--- config.mk ---
export PLATFORM = sky130hd
export DESIGN_NAME = cap_cmp_pwm
export DESIGN_NICKNAME = d
export VERILOG_FILES = /design/src/rtl/cap_cmp_pwm_pkg.sv /design/src/rtl/cap_cmp_pwm_ctrl.sv /design/src/rtl/cap_cmp_pwm_dp.sv /design/src/rtl/cap_cmp_pwm.sv
export SDC_FILE = /design/constraint.sdc
export NUM_CORES = 1
export LEC_CHECK = 0
export BUFFER_PORTS_ARGS = -buffer_cell sky130_fd_sc_hd__buf_2
export CAP_MARGIN = 10
export CORE_MARGIN = 2
export CORE_UTILIZATION = 35
export CTS_BUF_LIST = sky130_fd_sc_hd__clkbuf_4
export DETAILED_ROUTE_END_ITERATION = 10
export GPL_ROUTABILITY_DRIVEN = 1
export MAX_ROUTING_LAYER = met4
export PLACE_DENSITY = 0.5
export SLEW_MARGIN = 20
export SYNTH_ARGS = -nofsm -noshare
export SYNTH_HDL_FRONTEND = slang
export SYNTH_SLANG_ARGS = --single-unit
--- constraint.sdc ---
create_clock -name clk -period 3.57 [get_ports clk]
set_clock_uncertainty 0.1 [all_clocks]
set_input_delay 0.357 -clock clk [delete_from_list [all_inputs] [get_ports clk]]
set_output_delay 0.357 -clock clk [all_outputs]
set_load 0.1 [all_outputs]
--- src/rtl/cap_cmp_pwm_pkg.sv ---
package cap_cmp_pwm_pkg;

  typedef enum logic [2:0] {
    MK_OFF,
    MK_CAP,
    MK_CMP_TGL,
    MK_CMP_HI,
    MK_CMP_LO,
    MK_CMP_SOFT,
    MK_CMP_EVT,
    MK_PWM
  } modeKind_t;

  // control -> datapath strobes
  typedef struct packed {
    logic capture;    // copy the timer into the data register
    logic cmpHit;     // first cycle of a compare match in a compare mode
    logic enterMode;  // mode code changed in the previous cycle
    logic clearAll;   // unit is disabled
  } strobes_t;

  function automatic modeKind_t decodeMode(input logic [3:0] code);
    modeKind_t k;
    casez (code)
      4'b0010: k = MK_CMP_TGL;
      4'b01??: k = MK_CAP;
      4'b1000: k = MK_CMP_HI;
      4'b1001: k = MK_CMP_LO;
      4'b1010: k = MK_CMP_SOFT;
      4'b1011: k = MK_CMP_EVT;
      4'b11??: k = MK_PWM;
      default: k = MK_OFF;
    endcase
    return k;
  endfunction

  function automatic logic isCompare(input modeKind_t k);
    return (k == MK_CMP_TGL) || (k == MK_CMP_HI) || (k == MK_CMP_LO) ||
           (k == MK_CMP_SOFT) || (k == MK_CMP_EVT);
  endfunction

endpackage

--- src/rtl/cap_cmp_pwm_ctrl.sv ---
module cap_cmp_pwm_ctrl
  import cap_cmp_pwm_pkg::*;
#(
  parameter int BUS_W      = 8,
  parameter int EXT_W      = 2,
  parameter int PRESC_FAST = 4,
  parameter int PRESC_SLOW = 16,
  localparam int DATA_W    = 2 * BUS_W,
  localparam int PRESC_W   = $clog2(PRESC_SLOW)
) (
  input  logic              clk,
  input  logic              rstN,
  input  logic              wrEn,
  input  logic [1:0]        wrAddr,
  input  logic [BUS_W-1:0]  wrData,
  input  logic [1:0]        rdAddr,
  output logic [BUS_W-1:0]  rdData,
  input  logic              capPin,
  input  logic              cmpEqual,
  input  logic [DATA_W-1:0] dataReg,
  output strobes_t          strobes,
  output modeKind_t         modeKind,
  output logic [EXT_W-1:0]  dutyLsb
);

  localparam logic [3:0] CODE_FALL  = 4'b0100;
  localparam logic [3:0] CODE_RISE  = 4'b0101;
  localparam logic [3:0] CODE_QUART = 4'b0110;
  localparam logic [3:0] CODE_SIXT  = 4'b0111;

  logic [3:0]         modeCode;
  logic [EXT_W-1:0]   dutyLsbReg;
  logic               enterReg;
  logic [2:0]         syncQ;
  logic [PRESC_W-1:0] presc;
  logic               matchPrev;
  logic               ctrlWr, modeChange, rise, fall, prescMode, prescWrap;
  logic [PRESC_W-1:0] prescLimit;

  assign ctrlWr     = wrEn && (wrAddr == 2'd0);
  assign modeChange = ctrlWr && (wrData[3:0] != modeCode);
  assign modeKind   = decodeMode(modeCode);
  assign dutyLsb    = dutyLsbReg;

  assign rise = syncQ[1] && !syncQ[2];
  assign fall = !syncQ[1] && syncQ[2];

  assign prescMode  = (modeCode == CODE_QUART) || (modeCode == CODE_SIXT);
  assign prescLimit = (modeCode == CODE_SIXT) ? PRESC_W'(PRESC_SLOW - 1)
                                              : PRESC_W'(PRESC_FAST - 1);
  assign prescWrap  = (presc == prescLimit);

  always_ff @(posedge clk) begin
    if (!rstN) begin
      modeCode   <= '0;
      dutyLsbReg <= '0;
      enterReg   <= 1'b0;
      syncQ      <= '0;
      presc      <= '0;
      matchPrev  <= 1'b0;
    end else begin
      if (ctrlWr) begin
        modeCode   <= wrData[3:0];
        dutyLsbReg <= wrData[4 +: EXT_W];
      end
      enterReg  <= modeChange;
      syncQ     <= {syncQ[1:0], capPin};
      matchPrev <= cmpEqual;
      if (modeKind == MK_OFF || modeChange) begin
        presc <= '0;
      end else if (rise && prescMode) begin
        presc <= prescWrap ? '0 : presc + 1'b1;
      end
    end
  end

  always_comb begin
    strobes = '0;
    strobes.enterMode = enterReg;
    strobes.clearAll  = (modeKind == MK_OFF);
    strobes.cmpHit    = isCompare(modeKind) && cmpEqual && !matchPrev;
    unique case (modeCode)
      CODE_FALL:  strobes.capture = fall;
      CODE_RISE:  strobes.capture = rise;
      CODE_QUART,
      CODE_SIXT:  strobes.capture = rise && prescWrap;
      default:    strobes.capture = 1'b0;
    endcase
  end

  always_comb begin
    rdData = '0;
    unique case (rdAddr)
      2'd0: begin
        rdData[3:0]        = modeCode;
        rdData[4 +: EXT_W] = dutyLsbReg;
      end
      2'd1:    rdData = dataReg[BUS_W-1:0];
      2'd2:    rdData = dataReg[DATA_W-1:BUS_W];
      default: rdData = '0;
    endcase
  end

  AST_PRESC_QUARTER: assert property (@(posedge clk) disable iff (!rstN)
    (modeCode == CODE_QUART) |-> (presc < PRESC_W'(PRESC_FAST)));

  AST_HIT_SINGLE: assert property (@(posedge clk) disable iff (!rstN)
    strobes.cmpHit |=> !strobes.cmpHit);

  AST_OFF_NO_CAPTURE: assert property (@(posedge clk) disable iff (!rstN)
    (modeKind == MK_OFF) |-> !strobes.capture && !strobes.cmpHit);

endmodule

--- src/rtl/cap_cmp_pwm_dp.sv ---
module cap_cmp_pwm_dp
  import cap_cmp_pwm_pkg::*;
#(
  parameter int BUS_W   = 8,
  parameter int EXT_W   = 2,
  localparam int DATA_W = 2 * BUS_W,
  localparam int DUTY_W = BUS_W + EXT_W
) (
  input  logic              clk,
  input  logic              rstN,
  input  strobes_t          strobes,
  input  modeKind_t         modeKind,
  input  logic [EXT_W-1:0]  dutyLsb,
  input  logic [DATA_W-1:0] timerVal,
  input  logic              wrEn,
  input  logic [1:0]        wrAddr,
  input  logic [BUS_W-1:0]  wrData,
  input  logic              flagClear,
  output logic [DATA_W-1:0] dataReg,
  output logic              cmpEqual,
  output logic              pinOut,
  output logic              intFlag,
  output logic              specialOut
);

  logic              pinLatch, pwmLevel;
  logic [DATA_W-1:0] timerPrev;
  logic [EXT_W-1:0]  subReg, subNext;
  logic [DUTY_W-1:0] pwmCount, dutyNew, dutyActive, dutyUse;
  logic              timerMoved, periodStart;

  assign cmpEqual = (timerVal == dataReg);

  // PWM count: timer low byte extended by a sub-count that restarts on each timer step
  assign timerMoved  = (timerVal != timerPrev);
  assign subNext     = timerMoved ? '0 : ((&subReg) ? subReg : subReg + 1'b1);
  assign pwmCount    = {timerVal[BUS_W-1:0], subNext};
  assign dutyNew     = {dataReg[BUS_W-1:0], dutyLsb};
  assign periodStart = (pwmCount == '0);
  assign dutyUse     = periodStart ? dutyNew : dutyActive;

  always_ff @(posedge clk) begin
    if (!rstN) begin
      dataReg    <= '0;
      pinLatch   <= 1'b0;
      intFlag    <= 1'b0;
      specialOut <= 1'b0;
      timerPrev  <= '0;
      subReg     <= '0;
      dutyActive <= '0;
      pwmLevel   <= 1'b0;
    end else begin
      if (strobes.capture) begin
        dataReg <= timerVal;
      end else if (wrEn && wrAddr == 2'd1) begin
        dataReg[BUS_W-1:0] <= wrData;
      end else if (wrEn && wrAddr == 2'd2) begin
        dataReg[DATA_W-1:BUS_W] <= wrData;
      end

      if (strobes.clearAll) begin
        pinLatch <= 1'b0;
      end else begin
        if (strobes.enterMode && modeKind == MK_CMP_HI) pinLatch <= 1'b0;
        if (strobes.enterMode && modeKind == MK_CMP_LO) pinLatch <= 1'b1;
        if (strobes.cmpHit) begin
          unique case (modeKind)
            MK_CMP_TGL: pinLatch <= ~pinLatch;
            MK_CMP_HI:  pinLatch <= 1'b1;
            MK_CMP_LO:  pinLatch <= 1'b0;
            default:    pinLatch <= pinLatch;
          endcase
        end
      end

      if (strobes.capture || strobes.cmpHit) intFlag <= 1'b1;
      else if (flagClear)                    intFlag <= 1'b0;

      specialOut <= strobes.cmpHit && (modeKind == MK_CMP_EVT);

      timerPrev <= timerVal;
      subReg    <= subNext;
      if (periodStart) dutyActive <= dutyNew;
      pwmLevel  <= (modeKind == MK_PWM) && (pwmCount < dutyUse);
    end
  end

  always_comb begin
    unique case (modeKind)
      MK_PWM:                                   pinOut = pwmLevel;
      MK_CMP_TGL, MK_CMP_HI, MK_CMP_LO,
      MK_CMP_SOFT, MK_CMP_EVT:                  pinOut = pinLatch;
      default:                                  pinOut = 1'b0;
    endcase
  end

  AST_CAPTURE_LOADS: assert property (@(posedge clk) disable iff (!rstN)
    strobes.capture |=> (dataReg == $past(timerVal)) && intFlag);

  AST_TOGGLE_FLIPS: assert property (@(posedge clk) disable iff (!rstN)
    (strobes.cmpHit && modeKind == MK_CMP_TGL) |=> (pinLatch != $past(pinLatch)));

  AST_FORCE_HIGH: assert property (@(posedge clk) disable iff (!rstN)
    (strobes.cmpHit && modeKind == MK_CMP_HI) |=> pinLatch);

  AST_SOFT_HOLDS: assert property (@(posedge clk) disable iff (!rstN)
    (strobes.cmpHit && modeKind == MK_CMP_SOFT && !strobes.enterMode) |=> $stable(pinLatch));

  AST_EVENT_SINGLE: assert property (@(posedge clk) disable iff (!rstN)
    specialOut |=> !specialOut);

  AST_EVENT_FLAGGED: assert property (@(posedge clk) disable iff (!rstN)
    specialOut |-> intFlag);

  AST_DUTY_HELD: assert property (@(posedge clk) disable iff (!rstN)
    (pwmCount != '0) |=> $stable(dutyActive));

  AST_OFF_CLEARS: assert property (@(posedge clk) disable iff (!rstN)
    strobes.clearAll |=> !pinLatch);

  AST_FLAG_STICKY: assert property (@(posedge clk) disable iff (!rstN)
    (intFlag && !flagClear) |=> intFlag);

endmodule

--- src/rtl/cap_cmp_pwm.sv ---
module cap_cmp_pwm
  import cap_cmp_pwm_pkg::*;
#(
  parameter int BUS_W   = 8,
  parameter int EXT_W   = 2,
  localparam int DATA_W = 2 * BUS_W
) (
  input  logic              clk,
  input  logic              rstN,
  input  logic              wrEn,
  input  logic [1:0]        wrAddr,
  input  logic [BUS_W-1:0]  wrData,
  input  logic [1:0]        rdAddr,
  output logic [BUS_W-1:0]  rdData,
  input  logic [DATA_W-1:0] timerVal,
  input  logic              capPin,
  input  logic              flagClear,
  output logic              pinOut,
  output logic              intFlag,
  output logic              specialOut
);

  strobes_t          strobes;
  modeKind_t         modeKind;
  logic [EXT_W-1:0]  dutyLsb;
  logic [DATA_W-1:0] dataReg;
  logic              cmpEqual;

  cap_cmp_pwm_ctrl #(.BUS_W(BUS_W), .EXT_W(EXT_W)) i_ctrl (
    .clk      (clk),
    .rstN     (rstN),
    .wrEn     (wrEn),
    .wrAddr   (wrAddr),
    .wrData   (wrData),
    .rdAddr   (rdAddr),
    .rdData   (rdData),
    .capPin   (capPin),
    .cmpEqual (cmpEqual),
    .dataReg  (dataReg),
    .strobes  (strobes),
    .modeKind (modeKind),
    .dutyLsb  (dutyLsb)
  );

  cap_cmp_pwm_dp #(.BUS_W(BUS_W), .EXT_W(EXT_W)) i_dp (
    .clk        (clk),
    .rstN       (rstN),
    .strobes    (strobes),
    .modeKind   (modeKind),
    .dutyLsb    (dutyLsb),
    .timerVal   (timerVal),
    .wrEn       (wrEn),
    .wrAddr     (wrAddr),
    .wrData     (wrData),
    .flagClear  (flagClear),
    .dataReg    (dataReg),
    .cmpEqual   (cmpEqual),
    .pinOut     (pinOut),
    .intFlag    (intFlag),
    .specialOut (specialOut)
  );

endmodule

# Word level (Yosys, flattened, before mapping)
# Cells that the tools add are included.
# Widths: inputs -> output; s select.
[word_totals]
register_bits = 63
in_bits = 33
out_inout_bits = 11
elab_cells = 106
[op_classes]
addsub = 2
n_lt_le_gt_ge = 1
n_eq_ne = 27
mux = 20
bitwise = 2
n_reduce_logical = 39
[ops]
columns = ["operator", "count"]
rows = [
  ["$mux 8", 3],
  ["$pmux 3 s7", 1],
  ["$pmux 6 s3", 1],
  ["$eq 16x16->1", 1],
  ["$eq 4x3->1 const B", 4],
  ["$eq 4x4->1 const B", 4],
  ["$mux 16", 1],
  ["$ne 16x16->1", 1],
  ["$logic_and 1x1->1", 14],
  ["$eq 3x3->1 const B", 4],
  ["$logic_not 10->1", 1],
  ["$lt 10x10->1", 1],
  ["$mux 10", 1],
  ["$mux 4", 2],
  ["$logic_or 1x1->1", 7],
  ["$eq 2x1->1 const B", 3],
  ["$eq 2x2->1 const B", 3],
  ["$eq 3x2->1 const B", 2],
  ["$pmux 1 s3", 2],
  ["$reduce_and 2->1", 3],
  ["$reduce_bool 2->1", 3],
  ["$reduce_or 2->1", 3],
  ["$mux 1", 5],
  ["$reduce_or 5->1", 1],
  ["15 further kinds", 20],
]

# Depth between registers and ports, before layout
[depth]
ltp_word = 11
depth_mapped = 12
ltp_nobuf = 11

# Modules after synthesis
# From an unflattened synthesis, not the netlist that was laid out.
[hier_totals]
cells_unflattened = 400
area_unflattened_um2 = 3474.6
[modules_own_cells]
columns = ["module", "n_inst", "cells_per_inst", "area_per_inst_um2", "seq_area_each_um2"]
rows = [
  ["cap_cmp_pwm_dp", 1, 285, 2462.4, 960.9],
  ["cap_cmp_pwm_ctrl", 1, 115, 1012.2, 300.3],
]

# Least setup slack after synthesis
# No wires, ideal clock.
[synth_timing]
kind = "input port to flip-flop"
from = "input port timerVal[1]"
to = "register i_dp.pwmLevel"
setup_time_ns = 0.074
arrival_ns = 2.522
required_ns = 3.396
slack_ns = 0.874
cell_stages = 12
path_buffers = 1
path_cell_list = "xor2_1 > nor4_1 > and4_1 > buf_2 > o21ai_1 > and2_1 > ha_1 > nand4_1 > nor2_1 > a2111oi_0 > o211ai_1 > a31oi_1"
[synth_between]
elab_chain_cells = 6
[synth_lines]
columns = ["item", "line_no", "source"]
rows = [
  ["start: declaration", "cap_cmp_pwm.sv:15", "input logic [DATA_W-1:0] timerVal,"],
  ["$ne 16x16->1", "cap_cmp_pwm_dp.sv:35", "assign timerMoved = (timerVal != timerPrev);"],
  ["$mux 2", "cap_cmp_pwm_dp.sv:36", "assign subNext = timerMoved ? '0 : ((&subReg) ? subReg : subReg + 1'b1);"],
  ["$logic_not 10->1", "cap_cmp_pwm_dp.sv:39", "assign periodStart = (pwmCount == '0);"],
  ["$mux 10", "--", ""],
  ["$lt 10x10->1 (*)", "cap_cmp_pwm_dp.sv:84", "pwmLevel <= (modeKind == MK_PWM) && (pwmCount < dutyUse);"],
  ["$logic_and 1x1->1 (*)", "cap_cmp_pwm_dp.sv:84", ""],
  ["end signal: assignment", "cap_cmp_pwm_dp.sv:84", ""],
  ["end: declaration", "cap_cmp_pwm_dp.sv:26", "logic pinLatch, pwmLevel;"],
]
# Every way passes the cells marked *; elsewhere a longest branch is shown, timed or not.
# A chain may end at the register's enable or synchronous reset.

# Worst setup path in the final report
[layout_timing]
from = "register i_dp.timerPrev[14]"
to = "register i_dp.pwmLevel"
[layout_between]
elab_chain_cells = 6
[layout_lines]
columns = ["item", "line_no", "source"]
rows = [
  ["start: declaration", "cap_cmp_pwm_dp.sv:27", "logic [DATA_W-1:0] timerPrev;"],
  ["start signal: assignment", "cap_cmp_pwm_dp.sv:81", "timerPrev <= timerVal;"],
  ["$ne 16x16->1 (*)", "cap_cmp_pwm_dp.sv:35", ""],
  ["$mux 2 (*)", "cap_cmp_pwm_dp.sv:36", ""],
  ["$logic_not 10->1", "cap_cmp_pwm_dp.sv:39", ""],
  ["$mux 10", "--", ""],
  ["$lt 10x10->1 (*)", "cap_cmp_pwm_dp.sv:84", ""],
  ["$logic_and 1x1->1 (*)", "cap_cmp_pwm_dp.sv:84", ""],
]
# Marked as above.

==> impl.org <==
** Outcome
- Result of the run :: completed

** Timing
- The worst pin sits at a relative slew slack of 0.342.
- The routed design could run at a clock period as short as 3.34 ns.
- The hold violation total from the final report was 0.
- On the final layout, the worst hold slack is 0.0520 ns.
- Setup repair after global routing left no endpoint under its margin.
- Dividing the final minimum period by the clock period gives 0.937.
- Pins over their slew limit :: 0
- In the final timing run, aggregate negative setup slack is 0 ns.
- For this run, the top clock speed supported by timing is 299 MHz.
- Setup Viol. Count Final :: 0
- In the post-route analysis, the smallest setup slack over all paths is 0.226 ns.
- Worst-Margin Slew :: 0.988 ns

** CTS
- Clock tree synthesis selected as its root buffer the cell clkbuf_4.
- In this run, post-CTS hold repair placed 0 buffers.
- CTS saw 63 sinks.
- Clock latency on the worst-skew pair :: 0.40 ns
- H-tree depth reported by CTS :: 3
- The longest clock path from root to sink contains 2 buffers.
- TritonCTS built the clock tree.
- Clock-pin slew of the registers on the worst-case setup and hold paths :: 0.11 ns
- In this run, CTS created clock tree buffers numbering 9.
- Once the clock tree was built, the resizer swapped 0 gates to a different size.
- Once the clock tree was built, the setup fixing pass inserted 0 buffers.

** Logic synthesis
- Total standard cell area after synthesis :: 3390 µm²
- Area leader, netlist :: dfxtp_1
- Post-synthesis net count :: 433
- Count of flip-flops with a built-in enable after synthesis :: 0
- Dividing the synthesized area by the synthesized cell count gives 8.77 µm².
- Biggest area contributors in the synthesized netlist :: dfxtp_1 37%, xor2_1 9.3%, and2_1 5.5%, ha_1 5.2%, nand2_1 4.9%
- Synth Warn # :: 0
- Area share of the leading cell type in the synthesized netlist :: 0.372
- In the synthesized netlist the async set-or-reset flop fraction comes to 0.
- For this run, the register share of the synthesized area comes to 0.372.
- The number of different library cells used by synthesis comes to 52.
- Seq cells post-synth :: 63
- Among all flip-flop cells after synthesis, the most frequent one is dfxtp_1.
- After technology mapping, the gate count stands at 386.

** Global routing
- Across every metal layer, demand over resource in global routing totals 0.195.
- The first global-routing pass estimated 15000 µm of wire.
- Antenna violations before repair :: 0
- Number of global-route vias before repair :: 2846
- Remaining global-route overflow :: 0
- Entering global routing, the biggest net connects 39 pins.

** Pwr
- Leakage :: 0.00149 µW
- In this run the power density over the cells is 401 nW/µm².
- VDD sags by at most 218 µV.

** Detailed routing
- Routed via count :: 2896
- The routed design has 9280 µm of wire.
- Number of nets with antenna violations after routing :: 0
- DR DRC count :: 0
- Routed WL per cell :: 16.8 µm
- The pre-antenna-repair detailed-routing pass consisted of 4 iterations.
- In this run, the number of DRC markers left after iteration 0 of detailed routing was 158.
- Vias/cell :: 5.23

** Setup path
- Data required time of the critical path :: 3.79 ns
- Worst setup EP type :: flop
- Data on the critical path arrives at its endpoint at 3.57 ns.
- In this run the worst path has a maximum fanout of 11.
- In this run the critical register-to-register path is launched from i_dp.timerPrev[14].
- Critical Path Source :: i_dp.timerPrev[14]
- By startpoint and endpoint, the worst setup path is classified as flop to flop.
- STA classifies the critical path startpoint as a flop.

** Worst hold path
- Startpoint of the worst hold path :: capPin
- Hold Crit Class :: primary input to flop

** Placement
- Post-placement setup slack :: 0.147 ns
- Post-detailed-placement half-perimeter wirelength :: 6600 µm
- Including well taps, the total number of placed cells is 539.
- Routability cong. :: 0.832
- In this run the tool buffered the top-level ports with 43 buffer cells.

** Finish
- P&R area growth vs syn :: 13.2%
- NumNets Final :: 468
- Post-layout utilization of the core :: 0.411
- In the final layout, the share of cells above drive strength 1 is 0.172.
- Count of non-filler cells in the finished layout :: 554
- The repair_antennas step left the layout with diodes totalling 0.

** Job
- Max-capacitance violation count :: 0

** Floorplan
- In this run the core area contains 35 standard-cell rows.
- Area of the die :: 10500 µm²
- Initial core utilization :: 0.363
- Core footprint :: 9330 µm²
- 44 I/O pins were placed.
- The die is 102 µm wide.
- Die Span Y :: 102 µm
==> area by class of cell <==
class,count,area [µm²]
Clock buffer,10,75.1
Fill cell,984,5500
Clock inverter,5,97.6
Tap cell,129,161
Inverter,6,22.5
Sequential cell,63,1260
Multi-Input combinational cell,295,1980
Timing Repair Buffer,46,238
==> metal layers <==
metal	share of wire	vias to the layer above	GRT usage
met5	0	-	-
met4	0.015	0	0.0533
li1	-	1440	-
met3	0.045	12	0.0472
met1	0.48	1374	0.254
met2	0.46	70	0.303
==> metrics by stage <==
step | instance area, µm² | power, µW
floorplan | 3390 | 863
global placement | 3660 | 932
detailed placement | 3660 | 934
CTS | 3830 | 1550
global route | 3830 | 1600
finish | 3830 | 1540
==> power breakdown <==
| part | total (µW) | internal, µW | switching [µW] |
|---|---|---|---|
| Sequential | 744 | 723 | 21.3 |
| Clock | 620 | 355 | 265 |
| Combinational | 174 | 65.5 | 109 |
| Total | 1540 | 1140 | 395 |
==> cells in the mapped netlist (3+ instances only) <==
master / count
dfxtp_1: 63
nand2_1: 44
xor2_1: 36
and2_1: 30
o21ai_1: 25
nor2_1: 18
a21oi_1: 17
a31oi_1: 16
nand3_1: 16
ha_1: 14
nor4_1: 12
clkbuf_1: 10
mux2i_1: 7
a222oi_1: 6
inv_1: 6
nor2b_1: 6
buf_6: 4
nand4_1: 4
nor3_1: 4
a31oi_2: 3
buf_1: 3
nand3b_1: 3
nand4b_1: 3
o21ai_2: 3
==> worst max-delay path: stages, from the launching register on <==
cell	delay (ns)
dfxtp_1	0.33
xor2_1	0.16
nor4_1	0.58
and4_1	0.57
o21ai_1	0.15
and2_1	0.18
ha_1	0.30
nand4_1	0.14
nor2_1	0.07
a2111oi_0	0.39
o211ai_1	0.16
a31oi_1	0.15
==> state kept, by name (all words and copies together) (netlist names), 2 cells and up <==
name,cells
i_dp.dutyActive,10
i_dp.subReg,2
i_ctrl.dutyLsb,2
i_dp.timerPrev,16
i_ctrl.modeCode,4
i_ctrl.syncQ,3
i_ctrl.presc,4
i_dp.dataReg,16
==> path summary, 6_finish.rpt <==
check | slack [ns] | end | depth (start not counted)
worst max-delay path | 0.23 | i_dp.pwmLevel | 11
worst min register to register | 0.35 | i_ctrl.syncQ[1] | 1
worst max register to register | 0.23 | i_dp.pwmLevel | 11
worst min-delay path | 0.05 | i_ctrl.syncQ[0] | 2
==> cell families after synthesis <==
kind of cell / synth area share
and+or+nand+nor: 0.239
AOI/OAI and AO/OA: 0.175
DFF: 0.372
xor gates and xnor gates: 0.0931
buffers and inverters: 0.0440
adders and majority gates: 0.0517
muxes: 0.0251
==> cells in the final DEF, fill, tap and decap left out, drive strengths merged, types with 7 or more instances in the layout <==
cell | netlist | layout
o21ai | 29 | 29
mux2i | 7 | 7
nand3 | 16 | 16
ha | 14 | 14
nor2 | 18 | 18
buf | 11 | 46
nand2 | 44 | 44
a21oi | 17 | 17
clkbuf | 11 | 10
dfxtp | 63 | 63
a31oi | 20 | 20
xor2 | 36 | 36
and2 | 30 | 30
nor4 | 12 | 12
Power figures use the tool's default switching activity.
